--- config.mk ---
export PLATFORM = sky130hd
export DESIGN_NAME = slot_pwr_seq
export DESIGN_NICKNAME = d
export VERILOG_FILES = /design/src/rtl/slot_pwr_pkg.sv /design/src/rtl/spw_sync.sv /design/src/rtl/spw_rail_ctrl.sv /design/src/rtl/spw_rst_timer.sv /design/src/rtl/slot_pwr_seq.sv
export SDC_FILE = /design/constraint.sdc
export NUM_CORES = 1
export LEC_CHECK = 0
export ABC_AREA = 1
export BUFFER_PORTS_ARGS = -buffer_cell sky130_fd_sc_hd__buf_4
export CAP_MARGIN = 30
export CORE_ASPECT_RATIO = 0.75
export CORE_UTILIZATION = 40
export CTS_BUF_LIST = sky130_fd_sc_hd__clkbuf_4 sky130_fd_sc_hd__clkbuf_8
export CTS_CLUSTER_SIZE = 20
export DETAILED_ROUTE_END_ITERATION = 8
export PLACE_DENSITY = 0.68
export SETUP_SLACK_MARGIN = 0.3
export SKIP_CTS_REPAIR_TIMING = 1
export SYNTH_ARGS = -nofsm -noshare
export SYNTH_HDL_FRONTEND = slang
export SYNTH_SLANG_ARGS = --single-unit
--- constraint.sdc ---
create_clock -name clk -period 1.3 [get_ports clk]
set_clock_uncertainty 0.05 [all_clocks]
set_input_delay 0.065 -clock clk [delete_from_list [all_inputs] [get_ports clk]]
set_output_delay 0.065 -clock clk [all_outputs]
set_load 0.01 [all_outputs]
--- src/rtl/slot_pwr_pkg.sv ---
package slot_pwr_pkg;

    localparam int NUM_RAILS   = 3;
    localparam int RAIL_AUX    = 0;
    localparam int RAIL_M33    = 1;
    localparam int RAIL_M15    = 2;
    localparam int SYNC_DEPTH  = 2;

    typedef logic [NUM_RAILS-1:0] rail_vec_t;

    // Synchronized view of every control input
    typedef struct packed {
        logic      en;
        logic      sys_on;
        logic      pcie_det_n;
        logic      usb_det_n;
        logic      host_go;
        logic      hot;
        rail_vec_t uvlo;
        rail_vec_t pgood;
    } ctl_t;

    localparam int CTL_W = $bits(ctl_t);

    // Safe value held by the synchronizers during reset: disabled, no card
    localparam ctl_t CTL_IDLE = '{
        en:         1'b0,
        sys_on:     1'b0,
        pcie_det_n: 1'b1,
        usb_det_n:  1'b1,
        host_go:    1'b0,
        hot:        1'b0,
        uvlo:       '0,
        pgood:      '0
    };

    function automatic logic card_present(ctl_t c);
        return !c.pcie_det_n || !c.usb_det_n;
    endfunction

    // Main rails additionally need the system to be active
    function automatic logic rail_allowed(ctl_t c, int idx);
        logic base;
        base = c.en && !c.hot && card_present(c) && !c.uvlo[idx];
        return base && ((idx == RAIL_AUX) || c.sys_on);
    endfunction

    function automatic logic reset_release_ok(ctl_t c);
        return (&c.pgood) && !c.pcie_det_n && c.host_go && c.en;
    endfunction

    function automatic logic refclk_ok(ctl_t c);
        return c.en && !c.pcie_det_n && (&c.pgood);
    endfunction

endpackage

--- src/rtl/spw_sync.sv ---
module spw_sync #(
    parameter int             W       = 1,
    parameter int             STAGES  = 2,
    parameter logic [W-1:0]   RST_VAL = '0
) (
    input  logic         clk,
    input  logic         rst,
    input  logic [W-1:0] d,
    output logic [W-1:0] q
);

    logic [W-1:0] chain [STAGES];

    for (genvar g = 0; g < STAGES; g++) begin : g_stage
        if (g == 0) begin : g_first
            always_ff @(posedge clk) begin
                if (rst) chain[g] <= RST_VAL;
                else     chain[g] <= d;
            end
        end else begin : g_next
            always_ff @(posedge clk) begin
                if (rst) chain[g] <= RST_VAL;
                else     chain[g] <= chain[g-1];
            end
        end
    end

    assign q = chain[STAGES-1];

endmodule

--- src/rtl/spw_rail_ctrl.sv ---
module spw_rail_ctrl
    import slot_pwr_pkg::*;
(
    input  logic      clk,
    input  logic      rst,
    input  ctl_t      ctl,
    output rail_vec_t sw_q
);

    rail_vec_t cmd;

    for (genvar r = 0; r < NUM_RAILS; r++) begin : g_rail
        assign cmd[r] = rail_allowed(ctl, r);
    end

    always_ff @(posedge clk) begin
        if (rst) sw_q <= '0;
        else     sw_q <= cmd;
    end

endmodule

--- src/rtl/spw_rst_timer.sv ---
module spw_rst_timer #(
    parameter int DELAY_CYC = 600000
) (
    input  logic clk,
    input  logic rst,
    input  logic qual,
    output logic done
);

    localparam int            CW    = $clog2(DELAY_CYC + 1);
    localparam logic [CW-1:0] LIMIT = CW'(DELAY_CYC);

    logic [CW-1:0] cnt;

    // Any break in the condition restarts the count from zero
    always_ff @(posedge clk) begin
        if (rst || !qual)      cnt <= '0;
        else if (cnt != LIMIT) cnt <= cnt + 1'b1;
    end

    assign done = (cnt == LIMIT);

endmodule

--- src/rtl/slot_pwr_seq.sv ---
module slot_pwr_seq
    import slot_pwr_pkg::*;
#(
    parameter int RST_DELAY_CYC = 600000,
    parameter int SYNC_STAGES   = SYNC_DEPTH
) (
    input  logic       clk,
    input  logic       rst,
    input  logic       en_i,
    input  logic       sys_active_i,
    input  logic       pcie_det_n_i,
    input  logic       usb_det_n_i,
    input  logic       host_rst_n_i,
    input  logic [2:0] pgood_i,
    input  logic [2:0] uvlo_i,
    input  logic       hot_i,
    output logic [2:0] rail_sw_o,
    output logic [2:0] rail_dis_o,
    output logic       card_rst_n_o,
    output logic       refclk_en_o
);

    ctl_t              ctl_raw;
    logic [CTL_W-1:0]  ctl_sync;
    ctl_t              ctl_s;
    rail_vec_t         sw_q;
    logic              qual;
    logic              rel_done;

    assign ctl_raw = '{
        en:         en_i,
        sys_on:     sys_active_i,
        pcie_det_n: pcie_det_n_i,
        usb_det_n:  usb_det_n_i,
        host_go:    host_rst_n_i,
        hot:        hot_i,
        uvlo:       uvlo_i,
        pgood:      pgood_i
    };

    spw_sync #(
        .W       (CTL_W),
        .STAGES  (SYNC_STAGES),
        .RST_VAL (CTL_IDLE)
    ) u_sync (
        .clk (clk),
        .rst (rst),
        .d   (ctl_raw),
        .q   (ctl_sync)
    );

    assign ctl_s = ctl_t'(ctl_sync);

    spw_rail_ctrl u_rails (
        .clk  (clk),
        .rst  (rst),
        .ctl  (ctl_s),
        .sw_q (sw_q)
    );

    assign qual = reset_release_ok(ctl_s);

    spw_rst_timer #(
        .DELAY_CYC (RST_DELAY_CYC)
    ) u_timer (
        .clk  (clk),
        .rst  (rst),
        .qual (qual),
        .done (rel_done)
    );

    assign rail_sw_o    = sw_q;
    assign rail_dis_o   = ~sw_q;
    // Release waits for the timer; a failing condition pulls reset low at once
    assign card_rst_n_o = qual && rel_done;
    assign refclk_en_o  = refclk_ok(ctl_s);

endmodule

# Word level (Yosys, flattened, before mapping)

Memory sizes are Yosys's and may differ from the RTL's.
Cells that the tools add are included.
W data, S select, Z words.

Bits in registers: 23
Memory bits (writable): 24
Input bits: 14
Memories: 1
Output and inout port bits: 8

Reduce and logical (&&, ||, !) cells: 23
Eq/ne operators: 2
Bitwise gates (word level): 3
Add/subtract/negate cells: 1
Muxes and demuxes: 5

Memory list:

| memory       | depth | width | rd ports | clocked after Yosys merged registers in | wr ports | line           | RTL |
|---|---|---|---|---|---|---|---|
| u_sync.chain | 2     | 12    | 2        | 0                                       | 2        | spw_sync.sv:12 | `logic [W-1:0] chain [STAGES];` |

Operators by type and width:

| operator                | count |
|---|---|
| $mux W12                | 2 |
| $add A20 B1 Y20 const B | 1 |
| $eq A20 B20 Y1 const B  | 1 |
| $ne A20 B20 Y1 const B  | 1 |
| $logic_and A1 B1 Y1     | 13 |
| $logic_not A1 Y1        | 7 |
| $mux W1                 | 3 |
| $not A3 Y3              | 1 |
| $reduce_and A3 Y1       | 1 |
| $logic_or A1 B1 Y1      | 2 |
| $or A1 B1 Y1            | 2 |

# Depth between registers and ports, before layout

Gate-level depths: netlist of the first run.

Depth in word-level cells: 6
Depth in mapped cells: 9

# Modules after synthesis

Synthesis of the first run repeated with hierarchy kept, for this count alone.

Cell total of the unflattened synthesis: 278
Area total of the unflattened synthesis: 1963.1 um^2

By module, submodules not included:

| module        | area each (um^2) | sequential area each (um^2) | cells each | times used |
|---|---|---|---|---|
| spw_rst_timer | 1108.6           | 400.4                       | 173        | 1 |
| spw_sync      | 686.9            | 480.5                       | 75         | 1 |
| spw_rail_ctrl | 105.1            | 60.1                        | 14         | 1 |
| slot_pwr_seq  | 62.6             | 0.0                         | 16         | 1 |

# Worst setup path before layout of the first run

Ideal clock, no wire load.

Path type: register -> register
Start: register u_timer.cnt[1]
End: register u_timer.cnt[18]
Library setup time: 115 ps
Arrival: 1203 ps
Cell stages (with the launch flop): 9
Slack: -68 ps
Period minus slack after synthesis: 1368 ps
Path buffers: 0
Cells stage by stage: dfxtp_1 -> ha_1 -> nand3_2 -> nor2_2 -> nand2_2 -> nor2_2 -> nand3_1 -> nand2_1 -> nor2_1

Cells in the longest elaborated chain, start to end: 1

RTL lines:

| element                                                  | line                | RTL |
|---|---|---|
| start, declared                                          | spw_rst_timer.sv:13 | `logic [CW-1:0] cnt;` |
| start signal, assigned                                   | spw_rst_timer.sv:18 | `else if (cnt != LIMIT) cnt <= cnt + 1'b1;` |
| $add A20 B1 Y20 / $ne A20 B20 Y1 (equally long branches) | spw_rst_timer.sv:18 |  |

Several ways; a longest one is shown, not always the timed one.
A chain may end at the register's enable or synchronous reset.

# Worst setup path in the final report of the first run

Start: register u_timer.cnt[2]
End: output card_rst_n_o

Cells in the longest elaborated chain, start to end: 2

RTL lines:

| element             | line                | RTL |
|---|---|---|
| $eq A20 B20 Y1      | spw_rst_timer.sv:21 | `assign done = (cnt == LIMIT);` |
| $logic_and A1 B1 Y1 | slot_pwr_seq.sv:75  | `assign card_rst_n_o = qual && rel_done;` |
| end, declared       | slot_pwr_seq.sv:19  | `output logic card_rst_n_o,` |

No other way between the ends.

==> results.ini, run 1 <==
[status]
status = finished, violations left
failed_checks = setup timing

[die]
dieArea_mm2 = 0.00520
initial_utilization_pct = 42.7
die_x_um = 82.9
core_mm2 = 0.00460
die_height_um = 62.7
rows = 21
ios = 22

[placement]
place_congestion = 0.833
port_buffers = 21
placed_cell_area_mm2 = 0.00238
hpwl_mm = 2.98

[setup_path]
crit_type = reg2out
worstSetupStartpointType = flip-flop
cp.required_ns = 1.19
crit_path_end_kind = primary output
worstPathArrival_ns = 1.47
path_max_fanout = 6

[sta]
tightestPinTransition_ns = 0.264
fin_crit_ns = 1.59
relSlewSlack_pct = 82.4
layout_setup_ws_ns = -0.286
rsz0062_at_grt = yes
hold_viol = 0
setup_violations = 17
slew_violations = 0
max_freq_mhz = 630
timing.final.crit_share_pct = 122

[synth]
synth_area_mm2 = 0.00197
syn_nets = 287
muxShareOfSynthArea_pct = 0
syn-mean-instance-area_um2 = 7.25
ys_ff_latch = 47
synth_compound_area_share_pct = 6.17
synth-xor-area-share_pct = 0.446
synth_warnings = 0
ys_types = 27
synth_top_family_by_area = simple AND/OR/NAND/NOR gates
ys_seq_area_share_pct = 47.9
yosys.area_share.simple_pct = 33.8
synth_cells = 271
synthAdderAreaFrac_pct = 1.27

[global_routing]
grt_pass1_vias = 1511
grt_pass1_wl_mm = 7.07
grt_max_degree = 28
grt_overflow = 0
grt_usage_pct = 17.0
antenna_found_initial = 0

[routing]
avgRoutedWirePerCell_um = 12.1
postRouteAntennaNets = 0
met2_length_mm = 2.11
vias = 1827
viasPerCell = 4.75
top_layer = met4
met1_length_mm = 2.21
wl_met3_um = 250
drtPass1Iterations = 4
drtIter0Drc = 109
drc_errors = 0
wl_mm = 4.67

[power_and_ir_drop]
vdd_drop_max_mv = 0.692
p_per_area_mw_per_mm2 = 954
swShare_pct = 20.7
comb_power_share_pct = 4.2
p_leak_nw = 1.19
p_int_mw = 2.17
p_sw_uw = 567
power.share.clock_pct = 41.6
seqPwrFrac_pct = 54.2

[final_layout]
postLayoutCoreUtil_pct = 62.3
syn_to_final_growth_pct = 45.8
layout.nets = 343
diodes = 0
final_cell_area_mm2 = 0.00287
multi_input_area_mm2 = 0.00103
most-common-layout-cells = nand2_1, inv_1, nor2_1
fillers = 356
drive_above_1_share_pct = 37.2
final_common_cell = nand2_1
ff_latch_area_um2 = 972

[hold_path]
hold_class = in2reg

[clock_tree]
clk_latency_ns = 0.31
cts.clk_slew.worst_paths_ns = 0.08
cts_tree = done
htree_levels = 2
clk_path_buf_depth = 2
clock_sinks = 47
cts_root_buf = clkbuf_8
numCtsBuffers = 5

[job]
maxCapViolCount = 0

synth_stat cells, drive strengths merged:
master,instances,area (um^2)
clkbuf,3,11.3
nor3,2,10.0
clkinv,2,8.75
nand3,13,75.1
ha,2,25.0
nor2,53,219
xor2,1,8.76
or2,10,62.6
o21bai,1,7.51
buf,1,5.00
inv,48,180
o21ai,4,20.0
nand4,5,37.5
nand3b,3,22.5
dfxtp,47,941
nand2,55,219
a21oi,17,85.1
a211o,1,8.76
nor4,3,18.8
stage by stage:
stage | hold slack [ns] | std cells | power, mW | TNS [ns] | setup WS (ns)
finish | 0.161 | 385 | 2.73 | -1.52 | -0.286
global route | 0.190 | 385 | 2.82 | -3.12 | -0.398
CTS | -0.118 | 363 | 2.72 | -0.656 | -0.332
detailed placement | 0.202 | 355 | 1.60 | -0.127 | -0.0617
global placement | 0.202 | 355 | 1.59 | -0.00657 | -0.00657
floorplan | 0.119 | 271 | 1.56 | 0 | 0.0234
power by group through the flow:
stage          Clock (mW)  Sequential (mW)  Combinational (mW)
4_1_cts              1.16             1.48              0.0827
3_3_place_gp            0             1.51              0.0804
2_1_floorplan           0             1.51              0.0444
6_report             1.14             1.48               0.114
5_1_grt              1.21             1.48               0.128
3_5_place_dp            0             1.51              0.0826
cell type report:
| type | instances | share of cell area (%) |
|---|---|---|
| multi-input cells | 170 | 36.0 |
| clock buffers | 6 | 2.88 |
| well taps | 57 | 2.49 |
| repair buffers | 53 | 16.4 |
| clock inverters | 2 | 1.35 |
| flip-flops and latches | 47 | 33.9 |
| inverters | 50 | 6.94 |
critical path, stage by stage (launching register included):
cell,delay [ns]
dfxtp_4,0.39
nor2_2,0.16
nand2_1,0.10
nor2_1,0.13
nand3_2,0.13
nor2_2,0.13
buf_4,0.12
path summary, 6_finish.rpt:
check                           from  cells after the start              end  slack (ns)
hold reg to reg   u_sync.chain[1][3]                      1  u_rails.sw_q[0]        0.34
setup / recovery      u_timer.cnt[2]                      6     card_rst_n_o       -0.29
setup reg to reg      u_timer.cnt[0]                      9  u_timer.cnt[18]       -0.16
hold / removal                   rst                      6  u_timer.cnt[17]        0.16
logic make-up (layout without fill, tap and decap cells):
family	count (synthesis)	in the layout
simple gates	144	144
compound gates	23	23
buf+inv	54	111
xor+xnor	1	1
fa+ha+maj	2	2
flops	47	47
sequential cells by signal (all words and copies together), names as in the netlist:
signal and count:
u_timer.cnt 20, u_rails.sw_q 3, u_sync.chain 24
metal layers:
metal	global-route usage, %	up-vias
li1	-	943
met1	25.2	823
met2	23.6	48
met3	4.23	13
met4	6.03	0
met5	0	-
Note: power is estimated with default switching activity, not from simulation.
==> run 2, diff against run 1 <==
--- a/config.mk
+++ b/config.mk
@@ -5,7 +5,6 @@
 export SDC_FILE = /design/constraint.sdc
 export NUM_CORES = 1
 export LEC_CHECK = 0
-export ABC_AREA = 1
 export BUFFER_PORTS_ARGS = -buffer_cell sky130_fd_sc_hd__buf_4
 export CAP_MARGIN = 30
 export CORE_ASPECT_RATIO = 0.75
@@ -13,7 +12,7 @@
 export CTS_BUF_LIST = sky130_fd_sc_hd__clkbuf_4 sky130_fd_sc_hd__clkbuf_8
 export CTS_CLUSTER_SIZE = 20
 export DETAILED_ROUTE_END_ITERATION = 8
-export PLACE_DENSITY = 0.68
+export PLACE_DENSITY = 0.69
 export SETUP_SLACK_MARGIN = 0.3
 export SKIP_CTS_REPAIR_TIMING = 1
 export SYNTH_ARGS = -nofsm -noshare
==> results.ini, run 2 <==
[power_and_ir_drop]
p_int_mw = 1.92  ; -11%
comb_power_share_pct = 4.6  ; +0.4 points
swShare_pct = 22.2  ; +1.5 points
power.total_mw = 2.47  ; -9.6%
vdd_drop_max_mv = 0.732  ; +5.7%
p_leak_nw = 1.15  ; -3.5%
p_sw_uw = 549  ; -3.1%
seqPwrFrac_pct = 60.0  ; +5.8 points
p_per_area_mw_per_mm2 = 847  ; -11%
power.share.clock_pct = 35.4  ; -6.2 points

[synth]
synth_warnings = 0  ; unchanged
syn_nets = 201  ; -30%
yosysTopAreaCellShare_pct = 52.4  ; +4.5 points
ys_ff_latch = 47  ; unchanged
synthArstFlopShare_pct = 0  ; unchanged
synthTopCellsByArea = dfxtp_1, nor2b_1, xor2_1
syn-mean-instance-area_um2 = 9.71  ; +34%
ys_types = 39  ; +44%
ys_seq_area_share_pct = 52.4  ; +4.5 points
synth_top_area_cell = dfxtp_1
synth_edf_count = 0  ; unchanged
synth_cells = 185  ; -32%
synth_area_mm2 = 0.00180  ; -8.7%
synth_top_flop_cell = dfxtp_1
yosysMostFrequentCell = dfxtp_1
synth_commonest_cells = dfxtp_1, nor2b_1, nor2_1

[setup_path]
cp.required_ns = 1.19  ; about the same
worstPathArrival_ns = 1.62  ; +0.15 ns
reg2regPathDepth = 7  ; -2
r2r_start = u_timer.cnt[3]
startpoint = u_timer.cnt[3]
worstSetupStartpointType = flip-flop
crit_type = reg2out
reg2reg_slack_ns = -0.28  ; -0.12 ns
path_max_fanout = 3  ; -3
r2r-end = u_timer.cnt[0]
crit_path_end_kind = primary output

[hold_path]
hold_class = in2reg
min_to = u_sync.chain[1][10]
hp-start = rst
whs_path_depth = 3  ; -3

[sta]
layout_setup_ws_ns = -0.434  ; -0.148 ns
setup_violations = 17  ; unchanged
tns_ns = -3.22  ; -1.69 ns
tightestPinTransition_ns = 0.274  ; +0.00968 ns
relSlewSlack_pct = 81.6  ; -0.80 points
hold_viol = 0  ; unchanged
holdWs_ns = 0.173  ; +0.0129 ns
rsz0062_at_grt = yes
slew_violations = 0  ; unchanged
timing.final.crit_share_pct = 133  ; +11 points
fin_crit_ns = 1.73  ; +0.148 ns
max_freq_mhz = 577  ; -8.5%

[final_layout]
most-common-layout-cells = buf_4, dfxtp_1, nor2b_1
reg_top3 = u_sync.chain: 24 flops, u_timer.cnt: 20 flops, u_rails.sw_q: 3 flops
syn_to_final_growth_pct = 62.5
diodes = 0  ; unchanged
largest_register_ff_count = 24  ; unchanged
top_register = u_sync.chain
final_cell_area_mm2 = 0.00292  ; +1.8%
postLayoutCoreUtil_pct = 69.8  ; +7.5 points
final_common_cell = buf_4
layout.nets = 292  ; -15%
final_cells = 332  ; -14%
drive_above_1_share_pct = 52.3  ; +15 points

[routing]
top_layer = met4
viasPerCell = 4.99  ; +5.2%
postRouteAntennaNets = 0  ; unchanged
drtPass1Iterations = 5  ; +1
drc_errors = 0  ; unchanged
wl_mm = 4.78  ; +2.2%
wl_met3_um = 156  ; -38%
met1_length_mm = 2.22  ; +0.32%
vias = 1658  ; -9.3%
avgRoutedWirePerCell_um = 14.4  ; +19%
met2_length_mm = 2.26  ; +7.4%
drtIter0Drc = 76  ; -30%

[die]
initial_utilization_pct = 43.0  ; +0.22 points
die_x_um = 79.4  ; -4.3%
dieArea_mm2 = 0.00476  ; -8.4%
ios = 22  ; unchanged
core_mm2 = 0.00418  ; -9.1%
die_height_um = 60.0  ; -4.3%
rows = 20  ; -4.8%

[placement]
placed_cell_area_mm2 = 0.00232  ; -2.4%
dp_cells = 297  ; -16%
hpwl_mm = 2.85  ; -4.3%
place_congestion = 0.784  ; -5.9%
port_buffers = 21  ; unchanged
place_ws_ns = -0.333  ; -0.271 ns

[clock_tree]
numCtsBuffers = 5  ; unchanged
cts_tree = done
htree_levels = 2  ; unchanged
clk_latency_ns = 0.31  ; about the same
cts.clk_slew.worst_paths_ns = 0.09  ; about the same
clock_sinks = 47  ; unchanged
clk_path_buf_depth = 2  ; unchanged
cts_root_buf = clkbuf_8

[status]
status = finished, violations left
failed_checks = setup timing

[global_routing]
grt_max_degree = 26  ; -7.1%
grt_overflow = 0  ; unchanged
grt_usage_pct = 17.7  ; +0.76 points
antenna_found_initial = 0  ; unchanged
grt_pass1_wl_mm = 6.25  ; -12%
grt_pass1_vias = 1364  ; -9.7%

[job]
maxCapViolCount = 0  ; unchanged

## run 2: worst max path at each step
| stage | to |
|---|---|
| 2_1_floorplan | u_timer.cnt[18] |
| 3_3_place_gp | card_rst_n_o |
| 3_5_place_dp | card_rst_n_o |
| 4_1_cts | card_rst_n_o |
| 5_1_grt | card_rst_n_o |
| 6_report | card_rst_n_o |
## run 2: critical path: stages (launching register included)
cell     delay, ns
dfxtp_4       0.38
nor4_4        0.28
buf_4         0.16
and4_4        0.23
nand2_2       0.06
nor2_2        0.08
buf_4         0.12
## run 2: cell families (layout without fill, tap and decap cells)
group,Yosys count,count (layout),share of synthesized area [%]
adder cells (fa/ha/maj),2,2,1.39
XOR/XNOR,11,11,5.37
AND/OR/NAND/NOR,92,92,29.8
flip-flops,47,47,52.4
AO/OA/AOI/OAI,19,19,6.83
buffers and inverters,14,106,4.18
## run 2: power by group through the flow
stage          registers [mW]  logic (mW)  clock network (mW)
2_1_floorplan            1.51      0.0325                   0
3_3_place_gp             1.51      0.0733                   0
3_5_place_dp             1.52      0.0756                   0
4_1_cts                  1.48      0.0758               0.873
5_1_grt                  1.49       0.125               0.942
6_report                 1.48       0.115               0.874
## run 2: final cells by class
| type | count | area (um^2) |
|---|---|---|
| fillers | 296 | 1260 |
| flip-flops and latches | 47 | 963 |
| multi-input cells | 124 | 973 |
| clock buffers | 5 | 68.8 |
| repair buffers | 92 | 801 |
| well taps | 55 | 68.8 |
| clock inverters | 3 | 20.0 |
| inverters | 6 | 22.5 |
## run 2: per-layer routing
layer	track usage, %	vias up
li1	-	823
met1	23.9	794
met2	27.6	26
met3	4.12	15
met4	7.01	0
met5	0	-
